### src/rtl/irq_tracker_pkg.sv
`timescale 1ns/1ps
package irq_tracker_pkg;
  typedef enum logic [1:0] {
    REG_ENABLE   = 2'd0,
    REG_PEND_SET = 2'd1,
    REG_PEND_CLR = 2'd2,
    REG_ACTIVE   = 2'd3
  } regSel_t;

  typedef struct packed {
    logic take;    // core accepted the offered line
    logic retire;  // core returned from the active handler
  } ctrlStb_t;
endpackage

### src/rtl/irq_prio_pick.sv
`timescale 1ns/1ps
module irq_prio_pick #(
  parameter int NUM_LINES = 8,
  localparam int LINE_W = (NUM_LINES > 1) ? $clog2(NUM_LINES) : 1
) (
  input  logic [NUM_LINES-1:0] candVec,
  output logic                 anyCand,
  output logic [LINE_W-1:0]    pickIdx
);
  always_comb begin
    pickIdx = '0;
    for (int i = NUM_LINES - 1; i >= 0; i--) begin
      if (candVec[i]) pickIdx = LINE_W'(i);
    end
  end
  assign anyCand = |candVec;
endmodule

### src/rtl/irq_ctrl.sv
`timescale 1ns/1ps
module irq_ctrl
  import irq_tracker_pkg::*;
#(
  parameter int NUM_LINES = 8,
  localparam int LINE_W = (NUM_LINES > 1) ? $clog2(NUM_LINES) : 1
) (
  input  logic [NUM_LINES-1:0] pendVec,
  input  logic [NUM_LINES-1:0] actVec,
  input  logic [NUM_LINES-1:0] enVec,
  input  logic                 coreAccept,
  input  logic                 coreReturn,
  output logic                 coreReq,
  output logic [LINE_W-1:0]    coreLine,
  output ctrlStb_t             stb
);
  logic [NUM_LINES-1:0] eligVec;
  logic                 anyElig;
  logic                 anyActive;

  assign eligVec   = pendVec & enVec & ~actVec;
  assign anyActive = |actVec;

  irq_prio_pick #(.NUM_LINES(NUM_LINES)) pick_i (
    .candVec(eligVec),
    .anyCand(anyElig),
    .pickIdx(coreLine)
  );

  // single level: nothing is offered while a handler is running
  assign coreReq    = anyElig && !anyActive;
  assign stb.take   = coreReq && coreAccept;
  assign stb.retire = coreReturn && anyActive;
endmodule

### src/rtl/irq_state.sv
`timescale 1ns/1ps
module irq_state
  import irq_tracker_pkg::*;
#(
  parameter int NUM_LINES = 8,
  localparam int LINE_W = (NUM_LINES > 1) ? $clog2(NUM_LINES) : 1
) (
  input  logic                 clk,
  input  logic                 rstN,
  input  logic [NUM_LINES-1:0] evtIn,
  input  logic                 regWrEn,
  input  logic [1:0]           regAddr,
  input  logic [NUM_LINES-1:0] regWrData,
  output logic [NUM_LINES-1:0] regRdData,
  input  ctrlStb_t             stb,
  input  logic [LINE_W-1:0]    takeLine,
  output logic [NUM_LINES-1:0] pendVec,
  output logic [NUM_LINES-1:0] actVec,
  output logic [NUM_LINES-1:0] enVec
);
  regSel_t              sel;
  logic [NUM_LINES-1:0] swSet;
  logic [NUM_LINES-1:0] swClr;
  logic                 enWr;

  assign sel   = regSel_t'(regAddr);
  assign swSet = (regWrEn && sel == REG_PEND_SET) ? regWrData : '0;
  assign swClr = (regWrEn && sel == REG_PEND_CLR) ? regWrData : '0;
  assign enWr  = regWrEn && sel == REG_ENABLE;

  for (genvar g = 0; g < NUM_LINES; g++) begin : gLine
    logic hit;
    logic setPend;
    logic dropPend;

    assign hit      = stb.take && (takeLine == LINE_W'(g));
    assign setPend  = evtIn[g] || swSet[g];
    assign dropPend = hit || swClr[g];

    always_ff @(posedge clk) begin
      if (!rstN) begin
        pendVec[g] <= 1'b0;
        actVec[g]  <= 1'b0;
        enVec[g]   <= 1'b0;
      end else begin
        // a new event always wins over any clear in the same cycle
        if (setPend)       pendVec[g] <= 1'b1;
        else if (dropPend) pendVec[g] <= 1'b0;

        if (hit)             actVec[g] <= 1'b1;
        else if (stb.retire) actVec[g] <= 1'b0;

        if (enWr) enVec[g] <= regWrData[g];
      end
    end
  end

  always_comb begin
    unique case (sel)
      REG_ENABLE:   regRdData = enVec;
      REG_PEND_SET: regRdData = pendVec;
      REG_PEND_CLR: regRdData = pendVec;
      REG_ACTIVE:   regRdData = actVec;
      default:      regRdData = '0;
    endcase
  end
endmodule

### src/rtl/irq_tracker_top.sv
`timescale 1ns/1ps
module irq_tracker_top
  import irq_tracker_pkg::*;
#(
  parameter int NUM_LINES = 8,
  localparam int LINE_W = (NUM_LINES > 1) ? $clog2(NUM_LINES) : 1
) (
  input  logic                 clk,
  input  logic                 rstN,
  input  logic [NUM_LINES-1:0] evtIn,
  input  logic                 regWrEn,
  input  logic [1:0]           regAddr,
  input  logic [NUM_LINES-1:0] regWrData,
  output logic [NUM_LINES-1:0] regRdData,
  output logic                 coreReq,
  output logic [LINE_W-1:0]    coreLine,
  input  logic                 coreAccept,
  input  logic                 coreReturn
);
  logic [NUM_LINES-1:0] pendVec;
  logic [NUM_LINES-1:0] actVec;
  logic [NUM_LINES-1:0] enVec;
  ctrlStb_t             stb;

  irq_ctrl #(.NUM_LINES(NUM_LINES)) ctrl_i (
    .pendVec(pendVec), .actVec(actVec), .enVec(enVec),
    .coreAccept(coreAccept), .coreReturn(coreReturn),
    .coreReq(coreReq), .coreLine(coreLine), .stb(stb)
  );

  irq_state #(.NUM_LINES(NUM_LINES)) state_i (
    .clk(clk), .rstN(rstN), .evtIn(evtIn),
    .regWrEn(regWrEn), .regAddr(regAddr), .regWrData(regWrData),
    .regRdData(regRdData), .stb(stb), .takeLine(coreLine),
    .pendVec(pendVec), .actVec(actVec), .enVec(enVec)
  );
endmodule

### config.mk
export PLATFORM = sky130hd
export DESIGN_NAME = irq_tracker_top
export DESIGN_NICKNAME = d
export VERILOG_FILES = /design/src/rtl/irq_tracker_pkg.sv /design/src/rtl/irq_prio_pick.sv /design/src/rtl/irq_ctrl.sv /design/src/rtl/irq_state.sv /design/src/rtl/irq_tracker_top.sv
export SDC_FILE = /design/constraint.sdc
export NUM_CORES = 1
export LEC_CHECK = 0
export ABC_AREA = 1
export BUFFER_PORTS_ARGS = -buffer_cell sky130_fd_sc_hd__buf_2
export CORE_MARGIN = 2
export CORE_UTILIZATION = 57
export CTS_CLUSTER_DIAMETER = 100
export CTS_CLUSTER_SIZE = 24
export DETAILED_ROUTE_END_ITERATION = 8
export MAX_ROUTING_LAYER = met4
export PLACE_DENSITY = 0.84
export SKIP_LAST_GASP = 1
export SYNTH_ARGS = -nofsm -noshare
export SYNTH_HDL_FRONTEND = slang
export SYNTH_SLANG_ARGS = --single-unit
### constraint.sdc
create_clock -name clk -period 2 [get_ports clk]
set_clock_uncertainty 0.05 [all_clocks]
set_input_delay 0.3 -clock clk [delete_from_list [all_inputs] [get_ports clk]]
set_output_delay 0.3 -clock clk [all_outputs]
set_load 0.02 [all_outputs]
==> impl_metrics.env, run 1 <==
export IMPL_status="complete, no violations"
export IMPL_viasPerCell=5.49
export IMPL_drive_above_1_share=0.289
export IMPL_regToRegStartpoint="state_i.actVec[1]"
export IMPL_critical_path_class="reg -> out"
export IMPL_fp_dieW_microns=55.4
export IMPL_coreArea_sq_mm=0.00250
export IMPL_cp_required_ns=1.65
export IMPL_netlist_cell_type_count=21
export IMPL_fmax_mhz=545
export IMPL_n_antenna_cell=0
export IMPL_grt_max_degree=17
export IMPL_ios=35
export IMPL_wl_microns=3690
export IMPL_fin_crit_sh=0.918
export IMPL_cts_sinks=24
export IMPL_synth_top_area_share=0.319
export IMPL_wl_per_cell_microns=13.0
export IMPL_nets=282
export IMPL_worstSkewPairLatency_ns=0.32
export IMPL_cp_start_kind="register"
export IMPL_die_y_microns=55.4
export IMPL_numPortBuffers=34
export IMPL_ant_nets=0
export IMPL_power_total_uw=1160
export IMPL_fin_tns_setup_ns=0
export IMPL_ys_seq_elements=24
export IMPL_critical_path_arrival_ns=1.49
export IMPL_rr_endpoint="state_i.pendVec[4]"
export IMPL_final_setup_viol_count=0
export IMPL_via_count=1554
export IMPL_period_minus_slack_ns=1.84
export IMPL_rsz0062_at_grt="false"
export IMPL_synth_warnings=0
export IMPL_areaGrowthSynthToFinish_pct=18.5
export IMPL_grt_use_total=0.255
export IMPL_syn_nets=245
export IMPL_dp_cells=277
export IMPL_dr_pass1_iters=4
export IMPL_multiInputGateArea_sq_um=861
export IMPL_rows=18
export IMPL_grt_pass1_vias=1460
export IMPL_htree_levels=1
export IMPL_final_area_sq_mm=0.00178
export IMPL_crit_start="state_i.enVec[3]"
export IMPL_cts_buffers=3
export IMPL_synth_area_sq_mm=0.00151
export IMPL_grt_pass1_wl_microns=6240
export IMPL_place_gp_congestion=0.898
export IMPL_p_leak_uw=0.000895
export IMPL_clk_path_buf_depth=2
export IMPL_die_area_sq_mm=0.00307
export IMPL_hpwl_microns=2710
export IMPL_drv_slew=0
export IMPL_finalNonFillerCells=283
export IMPL_regArea_sq_um=483
export IMPL_fillers=222
export IMPL_cts_root_buffer="clkbuf_4"
export IMPL_hold_path_class="in -> reg"
export IMPL_hold_depth=4
export IMPL_drv_cap=0
export IMPL_fin_util=0.713
export IMPL_start_util=0.602
export IMPL_reg2reg_slack_ns=0.43
export IMPL_worst_r2r_cell_count=9
export IMPL_ys_seq_area_frac=0.319
export IMPL_clkTransAtPathRegs_ns=0.14
export IMPL_synthTopCellsByArea="dfxtp_1, a21oi_1, inv_1, nand2_1, nand3_2"
export IMPL_placed_area_sq_mm=0.00170
export IMPL_powerDensity_mw_per_mm2=652
export IMPL_drcViolationCount=0
export IMPL_crit_fanout=6
export IMPL_avgSynthCellArea_sq_um=6.94
export IMPL_drtIter0Drc=73
export IMPL_whs_endpoint="state_i.actVec[1]"
export IMPL_grt_overflow=0
export IMPL_syn_inst=217
export IMPL_antenna_found_initial=0
export IMPL_peakVddDrop_uv=574
export IMPL_synth_largest_area_cell="dfxtp_1"
export IMPL_max_slew_margin=0.634
export IMPL_worstMarginPinSlew_ns=0.549
export IMPL_cts_tree="done"
export IMPL_hp_start="coreReturn"
export IMPL_cp_end_kind="primary output"
export IMPL_hold_violations=0
## state kept, by name, indices dropped and copies added (netlist names)
| signal | flops |
|---|---|
| state_i.pendVec | 8 |
| state_i.enVec | 8 |
| state_i.actVec | 8 |
## cell usage in the layout (no fill, tap or decap), types with 2 or more instances in the layout
master / count
nor2_2: 2
ha_1: 5
nand2_1: 32
nand3_2: 8
nand3_4: 2
buf_4: 3
nand3_1: 5
nor2_1: 14
clkbuf_4: 3
nand4_1: 6
a21oi_1: 41
nand2_4: 2
buf_2: 33
inv_1: 31
inv_2: 9
o21bai_1: 8
dfxtp_1: 22
dfxtp_2: 2
nor2_4: 2
nand2_2: 3
o21ai_0: 16
## final cells by class
cell class	instances	share of cell area
timing repair buffer	37	0.112
tap	30	0.0211
multi-input combinational	148	0.483
clock buffer	3	0.0126
sequential	24	0.271
clock inverter	1	0.0168
inverter	40	0.0842
## synthesized netlist by cell type
cell / number
a21oi_1: 41
inv_1: 32
nand2_1: 32
dfxtp_1: 24
o21ai_0: 16
nor2_1: 14
inv_2: 8
nand3_2: 8
o21bai_1: 8
nand4_1: 6
ha_1: 5
nand3_1: 5
nand2_2: 4
clkbuf_1: 3
buf_1: 2
nand3_4: 2
nor2_2: 2
nor2_4: 2
a21oi_4: 1
nand2_4: 1
nor3_2: 1
## timing repair
item                       CTS  global route
setup endpoints to repair    0             1
hold buffers                 0             0
buffers inserted             0             2
resized for setup            0             6
## cell families after synthesis
logic type,count (synthesis),synth area share
buffers and inverters,45,0.112
and+or+nand+nor,77,0.287
adders and majority gates,5,0.0416
AOI/OAI and AO/OA,66,0.240
DFF,24,0.319
## critical path, cell delays in order (launching register included)
cell and delay, ns:
dfxtp_1 0.41, nand3_2 0.13, nand2_2 0.12, inv_1 0.07
a21oi_4 0.23, buf_2 0.21
## power breakdown
| part | switching, uW | internal [uW] |
|---|---|---|
| clock | 150 | 203 |
| sequential | 24.7 | 504 |
| combinational | 178 | 103 |
| total | 352 | 810 |
## routing by layer
metal	part of all wire	routed length [microns]	track usage	vias up
li1	-	-	-	778
met4	0.0027	10	0.108	0
met1	0.45	1650	0.334	718
met5	0	0	-	-
met3	0.068	250	0.0328	2
met2	0.48	1780	0.396	56
## how the worst max path moves through the flow
stage / end / slack, ns / cells after the start
after floorplan: regRdData[0] / 0.38 / 5
after global placement: regRdData[2] / 0.28 / 6
after detailed placement: regRdData[2] / 0.26 / 6
after CTS: coreLine[0] / 0.1 / 11
after global routing: coreLine[0] / 0.02 / 11
final: coreLine[1] / 0.16 / 5
## metrics by stage
step	hold WS (ns)	worst slack (ns)
floorplan	0.388	0.376
global placement	0.419	0.283
detailed placement	0.425	0.255
CTS	0.186	0.0979
global route	0.188	0.0239
finish	0.187	0.164
Power figures use the tool's default switching activity.
==> run 2: changes to the inputs <==
--- a/config.mk
+++ b/config.mk
@@ -12,9 +12,9 @@
 export CTS_CLUSTER_DIAMETER = 100
 export CTS_CLUSTER_SIZE = 24
 export DETAILED_ROUTE_END_ITERATION = 8
-export MAX_ROUTING_LAYER = met4
 export PLACE_DENSITY = 0.84
 export SKIP_LAST_GASP = 1
 export SYNTH_ARGS = -nofsm -noshare
 export SYNTH_HDL_FRONTEND = slang
 export SYNTH_SLANG_ARGS = --single-unit
+export TNS_END_PERCENT = 50
==> run 2 against run 1 <==
Compared with the run above:
- clock power about the same
- critical path depth unchanged
- register-to-register slack about the same
- worst hold slack worse by 0.0029 ns
- fmax up 0.18%
- largest power group unchanged
==> impl_metrics.env, run 2 (synthesis gave the netlist of run 1 again) <==
export IMPL_status="complete, no violations"
export IMPL_combPwrFrac=0.241
export IMPL_dp_cells=277
export IMPL_grt_overflow=0
export IMPL_final_common_cell="a21oi_1"
export IMPL_ant_nets=0
export IMPL_power_total_uw=1160
export IMPL_critical_path_class="reg -> out"
export IMPL_slowest_stage="dfxtp_1"
export IMPL_rows=18
export IMPL_cp_start_kind="register"
export IMPL_critPathTopFamily="flip-flops"
export IMPL_cts_tree="done"
export IMPL_fmax_mhz=546
export IMPL_routed_top_layer="met4"
export IMPL_cts_buffers=3
export IMPL_grt_max_degree=17
export IMPL_hold_violations=0
export IMPL_wl_microns=3680
export IMPL_fin_crit_sh=0.916
export IMPL_finalNonFillerCells=283
export IMPL_worst_slack_ns=0.167
export IMPL_holdBufCountCts=0
export IMPL_place_ws_ns=0.255
export IMPL_peakVddDrop_uv=576
export IMPL_clkTransAtPathRegs_ns=0.15
export IMPL_grt_pass1_wl_microns=6240
export IMPL_fin_tns_setup_ns=0
export IMPL_final_setup_viol_count=0
export IMPL_ios=35
export IMPL_worstSkewPairLatency_ns=0.32
export IMPL_start_util=0.602
export IMPL_htree_levels=1
export IMPL_timing_critical_path_slowest_cell_delay_ns=0.41
export IMPL_die_y_microns=55.4
export IMPL_fp_dieW_microns=55.4
export IMPL_crit_fanout=6
export IMPL_crit_chain="nand3_2 > nand2_2 > inv_1 > a21oi_4 > buf_2"
export IMPL_via_count=1532
export IMPL_period_minus_slack_ns=1.83
export IMPL_wl_met1_microns=1670
export IMPL_p_leak_uw=0.000895
export IMPL_critical_path_arrival_ns=1.48
export IMPL_cp_required_ns=1.65
export IMPL_dr_pass1_iters=4
export IMPL_place_gp_congestion=0.883
export IMPL_grt_pass1_vias=1459
export IMPL_n_antenna_cell=0
export IMPL_power_frac_clock=0.305
export IMPL_fillers=222
export IMPL_netSwitchingFraction=0.305
export IMPL_drv_slew=0
export IMPL_viasPerCell=5.41
export IMPL_rsz0062_at_grt="false"
export IMPL_p_int_uw=810
export IMPL_drtIter0Drc=72
export IMPL_p_switching_uw=355
export IMPL_cp_end_kind="primary output"
export IMPL_max_slew_margin=0.639
export IMPL_holdWs_ns=0.184
export IMPL_powerDensity_mw_per_mm2=653
export IMPL_drive_above_1_share=0.289
export IMPL_routed_wl_met3_microns=210
export IMPL_hold_path_class="in -> reg"
export IMPL_wl_met2_microns=1780
export IMPL_grt_use_total=0.248
export IMPL_numPortBuffers=34
export IMPL_crit_buf_inv=2
export IMPL_coreArea_sq_mm=0.00250
export IMPL_drv_cap=0
export IMPL_cts_sinks=24
export IMPL_clk_path_buf_depth=2
export IMPL_worstMarginPinSlew_ns=0.542
export IMPL_hpwl_microns=2710
export IMPL_nets=282
export IMPL_seqPwrFrac=0.454
export IMPL_reg_top3="state_i.actVec (8), state_i.enVec (8), state_i.pendVec (8)"
export IMPL_antenna_found_initial=0
export IMPL_areaGrowthSynthToFinish_pct=18.5
export IMPL_wl_per_cell_microns=13.0
export IMPL_final_cell_mix="a21oi_1, buf_2, nand2_1"
export IMPL_cts_root_buffer="clkbuf_4"
export IMPL_die_area_sq_mm=0.00307
export IMPL_drcViolationCount=0
[run 2: cell counts in the layout (fill, tap and decap cells not counted)]
No cell type changed its count.
[run 2: power groups by stage]
stage	Clock [uW]	Combinational [uW]	Sequential, uW
detailed placement	0	269	538
global route	375	314	532
finish	355	280	529
global placement	0	263	538
CTS	356	271	528
floorplan	0	187	533
[run 2: layout make-up]
| class | count | area, sq um | share of cell area |
|---|---|---|---|
| clock inverters | 1 | 30.0 | 0.0168 |
| inverters | 40 | 150 | 0.0842 |
| well taps | 30 | 37.5 | 0.0211 |
| multi-input cells | 148 | 861 | 0.483 |
| repair buffers | 37 | 199 | 0.112 |
| clock buffers | 3 | 22.5 | 0.0126 |
| flip-flops and latches | 24 | 483 | 0.271 |
[run 2: final timing paths]
| kind | startpoint | end | slack, ns | depth (start not counted) |
|---|---|---|---|---|
| setup reg to reg | state_i.actVec[1] | state_i.pendVec[4] | 0.44 | 9 |
| hold / removal | coreReturn | state_i.actVec[1] | 0.18 | 4 |
| hold reg to reg | state_i.actVec[4] | state_i.actVec[4] | 0.44 | 2 |
| setup / recovery | state_i.enVec[3] | coreLine[1] | 0.17 | 5 |
[run 2: per-stage QoR]
stage | area, sq um | utilization
floorplan | 1510 | -
global placement | 1700 | 0.681
detailed placement | 1700 | 0.681
CTS | 1750 | 0.702
global route | 1780 | 0.713
finish | 1780 | 0.713
[run 2: metal layers]
layer  global-route usage  up-vias
met3               0.0328        2
met5                    0        -
met1                0.334      705
met2                0.396       47
met4                0.108        0
li1                     -      778
[run 2: worst register-to-register path, cell delays in order (launching register included)]
cell	delay, ns
dfxtp_1	0.41
inv_1	0.10
nand3_4	0.08
nand2_4	0.07
nor2_2	0.16
nand4_1	0.13
inv_2	0.11
nand3_1	0.13
a21oi_1	0.15
nor2_1	0.05
[run 2: repair_timing]
action / 4_1_cts / 5_1_grt
endpoints found under the setup margin: 0 / 1
setup buffers: 0 / 2
gates resized for setup: 0 / 6
==> run 3: changes to the inputs <==
--- a/config.mk
+++ b/config.mk
@@ -12,7 +12,9 @@
 export CTS_CLUSTER_DIAMETER = 100
 export CTS_CLUSTER_SIZE = 24
 export DETAILED_ROUTE_END_ITERATION = 8
-export PLACE_DENSITY = 0.84
+export PLACE_DENSITY = 0.92
+export RECOVER_POWER = 50
+export REMOVE_ABC_BUFFERS = 1
 export SKIP_LAST_GASP = 1
 export SYNTH_ARGS = -nofsm -noshare
 export SYNTH_HDL_FRONTEND = slang
==> run 3 against run 2 <==
Compared with the run above:
- via count is 1.5% higher
- largest cell class unchanged
- power down 12%
- setup slack lost 0.051 ns
- die area did not move
- combinational power hardly changed
- count of clock-buffer cells in the layout stayed put
- largest power group unchanged
- critical path type unchanged
- worst hold slack worse by 0.011 ns
- sequential power about the same
- design area is 1.5% lower
- register-to-register slack worse by 0.20 ns
- wire length shrank 1.1%
- critical path depth grew 6
==> impl_metrics.env, run 3 (synthesis gave the netlist of run 1 again) <==
export IMPL_fmax_mhz=531
export IMPL_cp_end_kind="primary output"
export IMPL_cts_sinks=24
export IMPL_hold_violations=0
export IMPL_dp_cells=277
export IMPL_fillers=240
export IMPL_antenna_found_initial=0
export IMPL_viasPerCell=5.48
export IMPL_clk_path_buf_depth=2
export IMPL_hpwl_microns=2700
export IMPL_grt_use_total=0.245
export IMPL_drive_above_1_share=0.272
export IMPL_reg_top3="state_i.actVec (8), state_i.enVec (8), state_i.pendVec (8)"
export IMPL_grt_overflow=0
export IMPL_final_common_cell="a21oi_1"
export IMPL_ios=35
export IMPL_crit_fanout=5
export IMPL_cp_start_kind="register"
export IMPL_n_antenna_cell=0
export IMPL_ant_nets=0
export IMPL_fin_crit_sh=0.942
export IMPL_finalNonFillerCells=284
export IMPL_die_area_sq_mm=0.00307
export IMPL_cp_required_ns=1.65
export IMPL_drv_slew=0
export IMPL_die_y_microns=55.4
export IMPL_place_gp_congestion=0.913
export IMPL_grt_pass1_vias=1431
export IMPL_clkTransAtPathRegs_ns=0.14
export IMPL_wl_per_cell_microns=12.8
export IMPL_max_slew_margin=0.644
export IMPL_nets=284
export IMPL_cts_buffers=3
export IMPL_final_cell_mix="a21oi_1, inv_1, nand2_1, buf_2, dfxtp_1"
export IMPL_worstSkewPairLatency_ns=0.33
export IMPL_cts_root_buffer="clkbuf_4"
export IMPL_hold_path_class="in -> reg"
export IMPL_drtIter0Drc=65
export IMPL_fp_dieW_microns=55.4
export IMPL_dr_pass1_iters=4
export IMPL_drv_cap=0
export IMPL_peakVddDrop_uv=617
export IMPL_grt_max_degree=17
export IMPL_period_minus_slack_ns=1.88
export IMPL_worstMarginPinSlew_ns=0.533
export IMPL_fin_tns_setup_ns=0
export IMPL_p_leak_uw=0.000892
export IMPL_status="complete, no violations"
export IMPL_drcViolationCount=0
export IMPL_critical_path_class="reg -> out"
export IMPL_powerDensity_mw_per_mm2=586
export IMPL_start_util=0.602
export IMPL_holdBufCountCts=0
export IMPL_rows=18
export IMPL_cts_tree="done"
export IMPL_grt_pass1_wl_microns=6180
export IMPL_htree_levels=1
export IMPL_wl_microns=3640
export IMPL_final_setup_viol_count=0
export IMPL_critical_path_arrival_ns=1.53
export IMPL_coreArea_sq_mm=0.00250
export IMPL_areaGrowthSynthToFinish_pct=16.6
export IMPL_numPortBuffers=34
export IMPL_via_count=1555
[run 3: cell count changes in the layout (fill, tap and decap cells not counted), sizes merged]
cell	previous run	this run
buf	37	38
bufinv	1	0
clkbuf	3	4
[run 3: timing repair]
item / CTS / global route
resized for setup: 0 / 4
setup endpoints to repair: 0 / 1
setup buffers: 0 / 4
[run 3: power breakdown]
group / internal [uW] / switching, uW / total, uW
Combinational: 105 / 176 / 281
Sequential: 504 / 23.8 / 528
Clock: 70.6 / 149 / 219
Total: 679 / 349 / 1030
[run 3: routing by layer]
layer  up-vias  part of all wire  GRT usage
met5         -                 0          0
met4         0            0.0052     0.0314
met3         2             0.086     0.0539
met2        67              0.48      0.406
met1       706              0.42      0.335
li1        780                 -          -
[run 3: final timing paths]
kind	startpoint	to	slack [ns]	cells past startpoint
hold reg to reg	state_i.actVec[4]	state_i.actVec[4]	0.45	2
hold / removal	regWrData[7]	state_i.enVec[7]	0.17	3
setup / recovery	state_i.actVec[6]	coreLine[0]	0.12	11
setup reg to reg	state_i.actVec[7]	state_i.pendVec[3]	0.24	8
[run 3: worst max-delay path: stages, from the launching register on]
cell     delay, ns
dfxtp_1       0.42
inv_2         0.05
nand3_2       0.07
nand2_1       0.06
nand2_1       0.06
nand2_1       0.05
nand2_1       0.05
nand2_1       0.05
nand2_2       0.13
nand2_4       0.08
inv_1         0.06
buf_4         0.13
[run 3: stage by stage]
stage | hold WS (ns) | utilization | instance area, sq um | power, uW | worst slack, ns
final | 0.173 | 0.702 | 1760 | 1030 | 0.117
after global routing | 0.197 | 0.702 | 1760 | 1080 | -0.00393
after CTS | 0.181 | 0.690 | 1720 | 1010 | 0.0836
after detailed placement | 0.433 | 0.681 | 1700 | 807 | 0.244
after global placement | 0.417 | 0.681 | 1700 | 798 | 0.292
after floorplan | 0.388 | - | 1490 | 719 | 0.458
[run 3: area by class of cell]
class	instances	area, sq um	area share
clock buffer	3	22.5	0.0128
inverter	40	150	0.0855
multi-input combinational	148	853	0.486
sequential	24	483	0.275
tap	30	37.5	0.0214
timing repair buffer	39	209	0.119
